[config.mk]
export PLATFORM = sky130hd
export DESIGN_NAME = flash_cmd_decoder
export DESIGN_NICKNAME = d
export VERILOG_FILES = /design/src/rtl/flash_cmd_pkg.sv /design/src/rtl/flash_cmd_sync.sv /design/src/rtl/flash_cmd_fsm.sv /design/src/rtl/flash_cmd_status.sv /design/src/rtl/flash_cmd_rdmux.sv /design/src/rtl/flash_cmd_decoder.sv
export SDC_FILE = /design/constraint.sdc
export NUM_CORES = 1
export LEC_CHECK = 0
export BUFFER_PORTS_ARGS = -buffer_cell sky130_fd_sc_hd__buf_2
export CORE_MARGIN = 5
export CORE_UTILIZATION = 52
export CTS_CLUSTER_DIAMETER = 50
export DETAILED_ROUTE_END_ITERATION = 8
export PLACE_DENSITY = 0.94
export SYNTH_ARGS = -nofsm -noshare
export SYNTH_HDL_FRONTEND = slang
export SYNTH_HIERARCHICAL = 1
export SYNTH_SLANG_ARGS = --single-unit
[constraint.sdc]
create_clock -name clk -period 3.65 [get_ports clk]
set_clock_uncertainty 0.05 [all_clocks]
set_input_delay 0.1825 -clock clk [delete_from_list [all_inputs] [get_ports clk]]
set_output_delay 0.1825 -clock clk [all_outputs]
set_load 0.005 [all_outputs]
[src/rtl/flash_cmd_pkg.sv]
package flash_cmd_pkg;

    typedef enum logic [1:0] {
        MODE_ARRAY  = 2'd0,
        MODE_IDENT  = 2'd1,
        MODE_STATUS = 2'd2
    } rd_mode_e;

    typedef enum logic [1:0] {
        SEQ_IDLE      = 2'd0,
        SEQ_PROG_ARM  = 2'd1,
        SEQ_ERASE_ARM = 2'd2
    } seq_st_e;

    localparam logic [7:0] OPC_READ_ARRAY = 8'hFF;
    localparam logic [7:0] OPC_IDENT      = 8'h90;
    localparam logic [7:0] OPC_READ_STAT  = 8'h70;
    localparam logic [7:0] OPC_CLR_STAT   = 8'h50;
    localparam logic [7:0] OPC_PROG_A     = 8'h10;
    localparam logic [7:0] OPC_PROG_B     = 8'h40;
    localparam logic [7:0] OPC_ERASE      = 8'h20;
    localparam logic [7:0] OPC_CONFIRM    = 8'hD0;
    localparam logic [7:0] OPC_SUSPEND    = 8'hB0;

    localparam logic [15:0] ID_MAKER   = 16'h002C;
    localparam logic [15:0] ID_DEV_TOP = 16'h4490;
    localparam logic [15:0] ID_DEV_BOT = 16'h4491;

    // sticky flag positions inside the flag vector
    localparam int FLG_LOCK  = 0;
    localparam int FLG_VPP   = 1;
    localparam int FLG_PROG  = 2;
    localparam int FLG_ERASE = 3;
    localparam int FLG_N     = 4;

endpackage

[src/rtl/flash_cmd_sync.sv]
module flash_cmd_sync #(
    parameter int N_BITS = 3,
    parameter int STAGES = 2
) (
    input  logic              clk,
    input  logic              rst_n,
    input  logic [N_BITS-1:0] async_i,
    output logic [N_BITS-1:0] sync_o,
    output logic [N_BITS-1:0] prev_o
);
    // STAGES resampling flops plus one history flop per strobe
    localparam int CHAIN = STAGES + 1;

    for (genvar g = 0; g < N_BITS; g++) begin : g_bit
        logic [CHAIN-1:0] chain_d, chain_q;

        always_comb begin
            chain_d = {chain_q[CHAIN-2:0], async_i[g]};
        end

        always_ff @(posedge clk or negedge rst_n) begin
            if (!rst_n) chain_q <= '1;
            else        chain_q <= chain_d;
        end

        assign sync_o[g] = chain_q[STAGES-1];
        assign prev_o[g] = chain_q[STAGES];
    end

endmodule

[src/rtl/flash_cmd_fsm.sv]
module flash_cmd_fsm
    import flash_cmd_pkg::*;
#(
    parameter int ADDR_W = 20,
    parameter int DATA_W = 16
) (
    input  logic              clk,
    input  logic              rst_n,
    input  logic              wr_evt,
    input  logic [ADDR_W-1:0] wr_addr,
    input  logic [DATA_W-1:0] wr_data,
    input  logic              seq_busy,
    input  logic              seq_suspended,
    output rd_mode_e          mode,
    output logic              req_prog,
    output logic              req_erase,
    output logic              req_suspend,
    output logic              req_resume,
    output logic [ADDR_W-1:0] req_addr,
    output logic [DATA_W-1:0] req_data,
    output logic              clr_stat,
    output logic              erase_abort
);
    typedef struct packed {
        seq_st_e           st;
        rd_mode_e          mode;
        logic              prog;
        logic              erase;
        logic              susp;
        logic              resume;
        logic              clr;
        logic              abort;
        logic [ADDR_W-1:0] addr;
        logic [DATA_W-1:0] data;
    } fsm_t;

    fsm_t       fsm_d, fsm_q;
    logic [7:0] opc;

    assign opc = wr_data[7:0];

    always_comb begin
        fsm_d        = fsm_q;
        fsm_d.prog   = 1'b0;
        fsm_d.erase  = 1'b0;
        fsm_d.susp   = 1'b0;
        fsm_d.resume = 1'b0;
        fsm_d.clr    = 1'b0;
        fsm_d.abort  = 1'b0;
        if (wr_evt) begin
            if (seq_busy) begin
                // only suspend is honoured while an operation runs
                if (opc == OPC_SUSPEND) begin
                    fsm_d.susp = 1'b1;
                    fsm_d.mode = MODE_STATUS;
                end
            end else begin
                case (fsm_q.st)
                    SEQ_PROG_ARM: begin
                        fsm_d.prog = 1'b1;
                        fsm_d.addr = wr_addr;
                        fsm_d.data = wr_data;
                        fsm_d.st   = SEQ_IDLE;
                        fsm_d.mode = MODE_STATUS;
                    end
                    SEQ_ERASE_ARM: begin
                        fsm_d.st = SEQ_IDLE;
                        if (opc == OPC_CONFIRM) begin
                            fsm_d.erase = 1'b1;
                            fsm_d.addr  = wr_addr;
                            fsm_d.mode  = MODE_STATUS;
                        end else begin
                            fsm_d.abort = 1'b1;
                            fsm_d.mode  = MODE_ARRAY;
                        end
                    end
                    default: begin
                        case (opc)
                            OPC_READ_ARRAY: fsm_d.mode = MODE_ARRAY;
                            OPC_IDENT:      fsm_d.mode = MODE_IDENT;
                            OPC_READ_STAT:  fsm_d.mode = MODE_STATUS;
                            OPC_CLR_STAT: begin
                                fsm_d.clr  = 1'b1;
                                fsm_d.mode = MODE_ARRAY;
                            end
                            OPC_PROG_A, OPC_PROG_B: begin
                                fsm_d.st   = SEQ_PROG_ARM;
                                fsm_d.mode = MODE_STATUS;
                            end
                            OPC_ERASE: begin
                                fsm_d.st   = SEQ_ERASE_ARM;
                                fsm_d.mode = MODE_STATUS;
                            end
                            OPC_CONFIRM: begin
                                if (seq_suspended) begin
                                    fsm_d.resume = 1'b1;
                                    fsm_d.mode   = MODE_STATUS;
                                end
                            end
                            default: ; // reserved or unknown: no effect
                        endcase
                    end
                endcase
            end
        end
    end

    always_ff @(posedge clk or negedge rst_n) begin
        if (!rst_n) begin
            fsm_q      <= '0;
            fsm_q.st   <= SEQ_IDLE;
            fsm_q.mode <= MODE_ARRAY;
        end else begin
            fsm_q <= fsm_d;
        end
    end

    assign mode        = fsm_q.mode;
    assign req_prog    = fsm_q.prog;
    assign req_erase   = fsm_q.erase;
    assign req_suspend = fsm_q.susp;
    assign req_resume  = fsm_q.resume;
    assign req_addr    = fsm_q.addr;
    assign req_data    = fsm_q.data;
    assign clr_stat    = fsm_q.clr;
    assign erase_abort = fsm_q.abort;

endmodule

[src/rtl/flash_cmd_status.sv]
module flash_cmd_status
    import flash_cmd_pkg::*;
(
    input  logic             clk,
    input  logic             rst_n,
    input  logic             seq_busy,
    input  logic             seq_susp_erase,
    input  logic             seq_susp_prog,
    input  logic [FLG_N-1:0] seq_flag_set,
    input  logic             clr,
    input  logic             abort,
    input  logic             rd_start,
    output logic [7:0]       stat_snap
);
    typedef struct packed {
        logic [FLG_N-1:0] flags;
        logic [7:0]       snap;
    } stat_t;

    stat_t            st_d, st_q;
    logic [7:0]       live;
    logic [FLG_N-1:0] abort_set;

    always_comb begin
        abort_set            = '0;
        abort_set[FLG_PROG]  = abort;
        abort_set[FLG_ERASE] = abort;
        live = {~seq_busy, seq_susp_erase, st_q.flags[FLG_ERASE],
                st_q.flags[FLG_PROG], st_q.flags[FLG_VPP], seq_susp_prog,
                st_q.flags[FLG_LOCK], 1'b0};
        st_d       = st_q;
        st_d.flags = (clr ? '0 : st_q.flags) | seq_flag_set | abort_set;
        if (rd_start) st_d.snap = live;
    end

    always_ff @(posedge clk or negedge rst_n) begin
        if (!rst_n) st_q <= '0;
        else        st_q <= st_d;
    end

    assign stat_snap = st_q.snap;

endmodule

[src/rtl/flash_cmd_rdmux.sv]
module flash_cmd_rdmux
    import flash_cmd_pkg::*;
#(
    parameter int ADDR_W   = 20,
    parameter int DATA_W   = 16,
    parameter bit TOP_BOOT = 1'b1
) (
    input  logic              rp_n,
    input  logic              rd_act,
    input  rd_mode_e          mode,
    input  logic [ADDR_W-1:0] addr,
    input  logic [DATA_W-1:0] arr_rdata,
    input  logic [7:0]        stat_snap,
    output logic [DATA_W-1:0] dq_out,
    output logic              dq_oe
);
    localparam logic [15:0] DEV_ID = TOP_BOOT ? ID_DEV_TOP : ID_DEV_BOT;

    logic [DATA_W-1:0] sel;

    always_comb begin
        sel = '0;
        case (mode)
            MODE_ARRAY: sel = arr_rdata;
            MODE_IDENT: begin
                if (addr == ADDR_W'(0))      sel = DATA_W'(ID_MAKER);
                else if (addr == ADDR_W'(1)) sel = DATA_W'(DEV_ID);
            end
            MODE_STATUS: sel = {{(DATA_W-8){1'b0}}, stat_snap};
            default: sel = '0;
        endcase
    end

    assign dq_oe  = rp_n & rd_act;
    assign dq_out = dq_oe ? sel : '0;

endmodule

[src/rtl/flash_cmd_decoder.sv]
module flash_cmd_decoder
    import flash_cmd_pkg::*;
#(
    parameter int ADDR_W      = 20,
    parameter int DATA_W      = 16,
    parameter int SYNC_STAGES = 2,
    parameter bit TOP_BOOT    = 1'b1
) (
    input  logic              clk,
    input  logic              rp_n,
    input  logic              ce_n,
    input  logic              oe_n,
    input  logic              we_n,
    input  logic [ADDR_W-1:0] addr,
    input  logic [DATA_W-1:0] dq_in,
    output logic [DATA_W-1:0] dq_out,
    output logic              dq_oe,
    output logic [ADDR_W-1:0] arr_addr,
    input  logic [DATA_W-1:0] arr_rdata,
    input  logic              seq_busy,
    input  logic              seq_susp_erase,
    input  logic              seq_susp_prog,
    input  logic [3:0]        seq_flag_set,
    output logic              req_prog,
    output logic              req_erase,
    output logic              req_suspend,
    output logic              req_resume,
    output logic [ADDR_W-1:0] req_addr,
    output logic [DATA_W-1:0] req_data
);
    // strobe index inside the resampled vector
    localparam int S_CE = 0;
    localparam int S_OE = 1;
    localparam int S_WE = 2;
    localparam int S_N  = 3;

    logic [S_N-1:0] strb_s, strb_p;
    logic           wr_evt, rd_act, rd_act_p, rd_start;
    logic           clr_stat, erase_abort;
    rd_mode_e       mode;
    logic [7:0]     stat_snap;

    flash_cmd_sync #(.N_BITS(S_N), .STAGES(SYNC_STAGES)) u_sync (
        .clk     (clk),
        .rst_n   (rp_n),
        .async_i ({we_n, oe_n, ce_n}),
        .sync_o  (strb_s),
        .prev_o  (strb_p)
    );

    assign wr_evt   = strb_s[S_WE] & ~strb_p[S_WE] & ~strb_s[S_CE];
    assign rd_act   = ~strb_s[S_CE] & ~strb_s[S_OE] & strb_s[S_WE];
    assign rd_act_p = ~strb_p[S_CE] & ~strb_p[S_OE] & strb_p[S_WE];
    assign rd_start = rd_act & ~rd_act_p;
    assign arr_addr = addr;

    flash_cmd_fsm #(.ADDR_W(ADDR_W), .DATA_W(DATA_W)) u_fsm (
        .clk           (clk),
        .rst_n         (rp_n),
        .wr_evt        (wr_evt),
        .wr_addr       (addr),
        .wr_data       (dq_in),
        .seq_busy      (seq_busy),
        .seq_suspended (seq_susp_erase | seq_susp_prog),
        .mode          (mode),
        .req_prog      (req_prog),
        .req_erase     (req_erase),
        .req_suspend   (req_suspend),
        .req_resume    (req_resume),
        .req_addr      (req_addr),
        .req_data      (req_data),
        .clr_stat      (clr_stat),
        .erase_abort   (erase_abort)
    );

    flash_cmd_status u_stat (
        .clk            (clk),
        .rst_n          (rp_n),
        .seq_busy       (seq_busy),
        .seq_susp_erase (seq_susp_erase),
        .seq_susp_prog  (seq_susp_prog),
        .seq_flag_set   (seq_flag_set),
        .clr            (clr_stat),
        .abort          (erase_abort),
        .rd_start       (rd_start),
        .stat_snap      (stat_snap)
    );

    flash_cmd_rdmux #(.ADDR_W(ADDR_W), .DATA_W(DATA_W), .TOP_BOOT(TOP_BOOT)) u_rdmux (
        .rp_n      (rp_n),
        .rd_act    (rd_act),
        .mode      (mode),
        .addr      (addr),
        .arr_rdata (arr_rdata),
        .stat_snap (stat_snap),
        .dq_out    (dq_out),
        .dq_oe     (dq_oe)
    );

endmodule

==> metrics <==
clk sinks 66; hold_buf cts 8; first-pass iteration count of the detailed router 4; Net Switching 614 uW; Min-Delay Path Class primary input to flip-flop; Tmin final 2.48 ns; top-area cell type share of the netlist area 40.7%; switch share 29.2%; cell internal pwr 1490 uW; most common cell after layout, fill and taps aside buf_2; Worst Max-Slew Pin Slew 1.10 ns; initial antenna violation count 0; Post-CTS Setup Inserts 0; Critical Path AT 2.25 ns; # DRC 0; Vias/cell 5.21; # setup viols final 0; drt wl/cell 16.3 um; Slew HR 26.6%; Max-Cap Viols 0; setup TNS 0 ns; status complete, no violations; 1st-iter DRT viols 71; Die X 92.1 um; Core ar. 6680 um^2; post-CTS resize count 0; global route total overflow 0; Worst Setup End Kind output pin; Synth Warn # 6; Root Driver clkbuf_8; CP Class primary input to output pin; Die Height 92.1 um; area grow syn2layout 14.4%; remaining antenna violation count 0; most frequent cells in the layout buf_2 (140), dfrtp_1 (57), mux2_2 (33); Finished Core Util 60.1%; gpl congestion 0.923; ys flop type dfrtp_1; clock tree from TritonCTS yes; Final Cell Area 4010 um^2; vias in the first global route 2,528; CTS Buffer Depth 2; Critical Path RT 3.42 ns; die area 8490 um^2; sequential area share after synthesis 47.4%; wirelength, routed 7.52 mm; synth top area cells dfrtp_1 (41%), buf_4 (14%), mux2_2 (11%); syn avg cell area 12.1 um^2; hold_ws 0.0363 ns; share of cells above drive strength 1 56.8%; CTS Buf Count 9; VDD IR max 310 uV; Port Buffer Count 140; Area after DPL 3760 um^2; Hold Violations, Final 0; Initial Util 52.5%; PwrDens 525 nW/um^2; synthesis-stage register bit count 66; Rows 30; Clk Latency, worst-skew pair 0.32 ns; Top-Level Pins 141; library cells used by synthesis 50; post-synth top area cell dfrtp_1; Nets 443; RSZ-0062 raised after global routing no; first-pass GRT wire length 12.0 mm; CP Launch Type primary input; Final period util 68.1%; Seq pwr share 48.0%; GRT Resource Usage Total 17.8%; Peak Freq 403 MHz; Clk network pwr share 25.1%; Synth Cell Area 3510 um^2; Post-synth EDFFs 0; Worst-path clk slew 0.07 ns; via count 2,405; Gate Count Post-Synth 291; H-tree Lvls 3; asr flop ratio synth 100%; Mapped Nets 357; pin count of the biggest net entering global routing 40; DP HPWL 5.96 mm; Antenna Cells 0; Combinational Power Share 26.9%; Slew Viols, Final 0; Critical Path Fanout Max 39; P_leak 0.00208 uW
==> through the flow <==
step                      power (uW)  setup WS (ns)  std cells
after floorplan                 1530           1.68        291
after global placement          1560           1.16        438
after detailed placement        1590           1.07        438
after CTS                       2140           1.09        462
after global routing            2230          0.924        462
final                           2100           1.17        462
==> Yosys cell counts (2+ instances only) <==
cell type and instances:
clkbuf_1 2, a211o_1 2, nand4_1 2, a21oi_1 2, o22ai_1 9, mux2_1 3, nand2b_1 4, and4b_1 2
buf_2 3, nand4b_1 3, o21ai_1 3, buf_6 4, nor2_1 10, xnor2_1 2, buf_4 65, dfstp_2 9
a21oi_2 2, mux2_4 6, nand2_1 11, and2_1 7, inv_1 7, ha_1 2, nand3_1 3, nor4_4 2
nor3_1 2, nor4_1 3, dfrtp_1 57, mux2i_1 9, mux2_2 33, a21o_1 2
==> cell families (layout without fill, tap and decap cells) <==
group / after synthesis / after routing / share of synthesized area, %
other: 1 / 1 / 0.107
AND/OR/NAND/NOR: 63 / 63 / 12.9
flip-flops: 66 / 66 / 47.4
adder cells (fa/ha/maj): 2 / 2 / 0.713
AO/OA/AOI/OAI: 25 / 25 / 5.06
multiplexers: 51 / 51 / 16.7
buffers and inverters: 81 / 172 / 16.6
XOR/XNOR: 2 / 2 / 0.499
==> sequential cells by signal, summed over array words and instances (netlist names) <==
register / count
u_fsm/req_addr: 20
u_fsm/req_data: 16
u_sync/g_bit.chain_q: 9
u_stat/stat_snap: 7
u_stat/live: 4
u_fsm/fsm_q: 2
u_fsm/mode: 2
u_fsm/clr_stat: 1
u_fsm/erase_abort: 1
u_fsm/req_erase: 1
u_fsm/req_prog: 1
u_fsm/req_resume: 1
u_fsm/req_suspend: 1
==> worst paths after layout <==
check                           depth (start not counted)                        from                    endpoint  slack, ns
worst max-delay path                                    6                        rp_n                   dq_out[2]       1.17
worst max register to register                          5  u_sync/g_bit[2].chain_q[1]          u_fsm/req_addr[19]       1.33
min in group asynchronous                               2                        rp_n           u_fsm/req_data[8]       0.45
worst min-delay path                                    2                   dq_in[13]          u_fsm/req_data[13]       0.04
max in group asynchronous                               3                        rp_n  u_sync/g_bit[1].chain_q[0]       2.13
worst min register to register                          0  u_sync/g_bit[2].chain_q[0]  u_sync/g_bit[2].chain_q[1]       0.31
==> metal layers <==
layer	share of wire (%)	up-vias	track usage [%]
met1	39	1164	20.2
met2	51	113	32.3
met4	1.3	0	5.94
li1	-	1117	-
met3	7.9	11	4.76
met5	0	-	0
==> cell type report <==
type                            instances  area [um^2]
Inverter                                7         26.3
Sequential cell                        66         1660
Fill cell                             559         2670
Clock buffer                           11          141
Clock inverter                          5         30.0
Timing Repair Buffer                  149          788
Multi-Input combinational cell        144         1260
Tap cell                               80          100
==> power groups by stage <==
stage / clock network, uW / registers [uW] / logic (uW)
after floorplan: 0 / 978 / 555
after global placement: 0 / 1010 / 543
after detailed placement: 0 / 1030 / 564
after CTS: 552 / 1010 / 573
after global routing: 585 / 1030 / 618
final: 528 / 1010 / 566
==> worst max-delay path: stages <==
cell and delay, ns:
dlygate4sd3_1 0.52, buf_2 0.68, and3b_1 0.34, nand4_4 0.16
o22ai_1 0.22, buf_2 0.14
No activity file was read; power rests on OpenSTA's default activity.
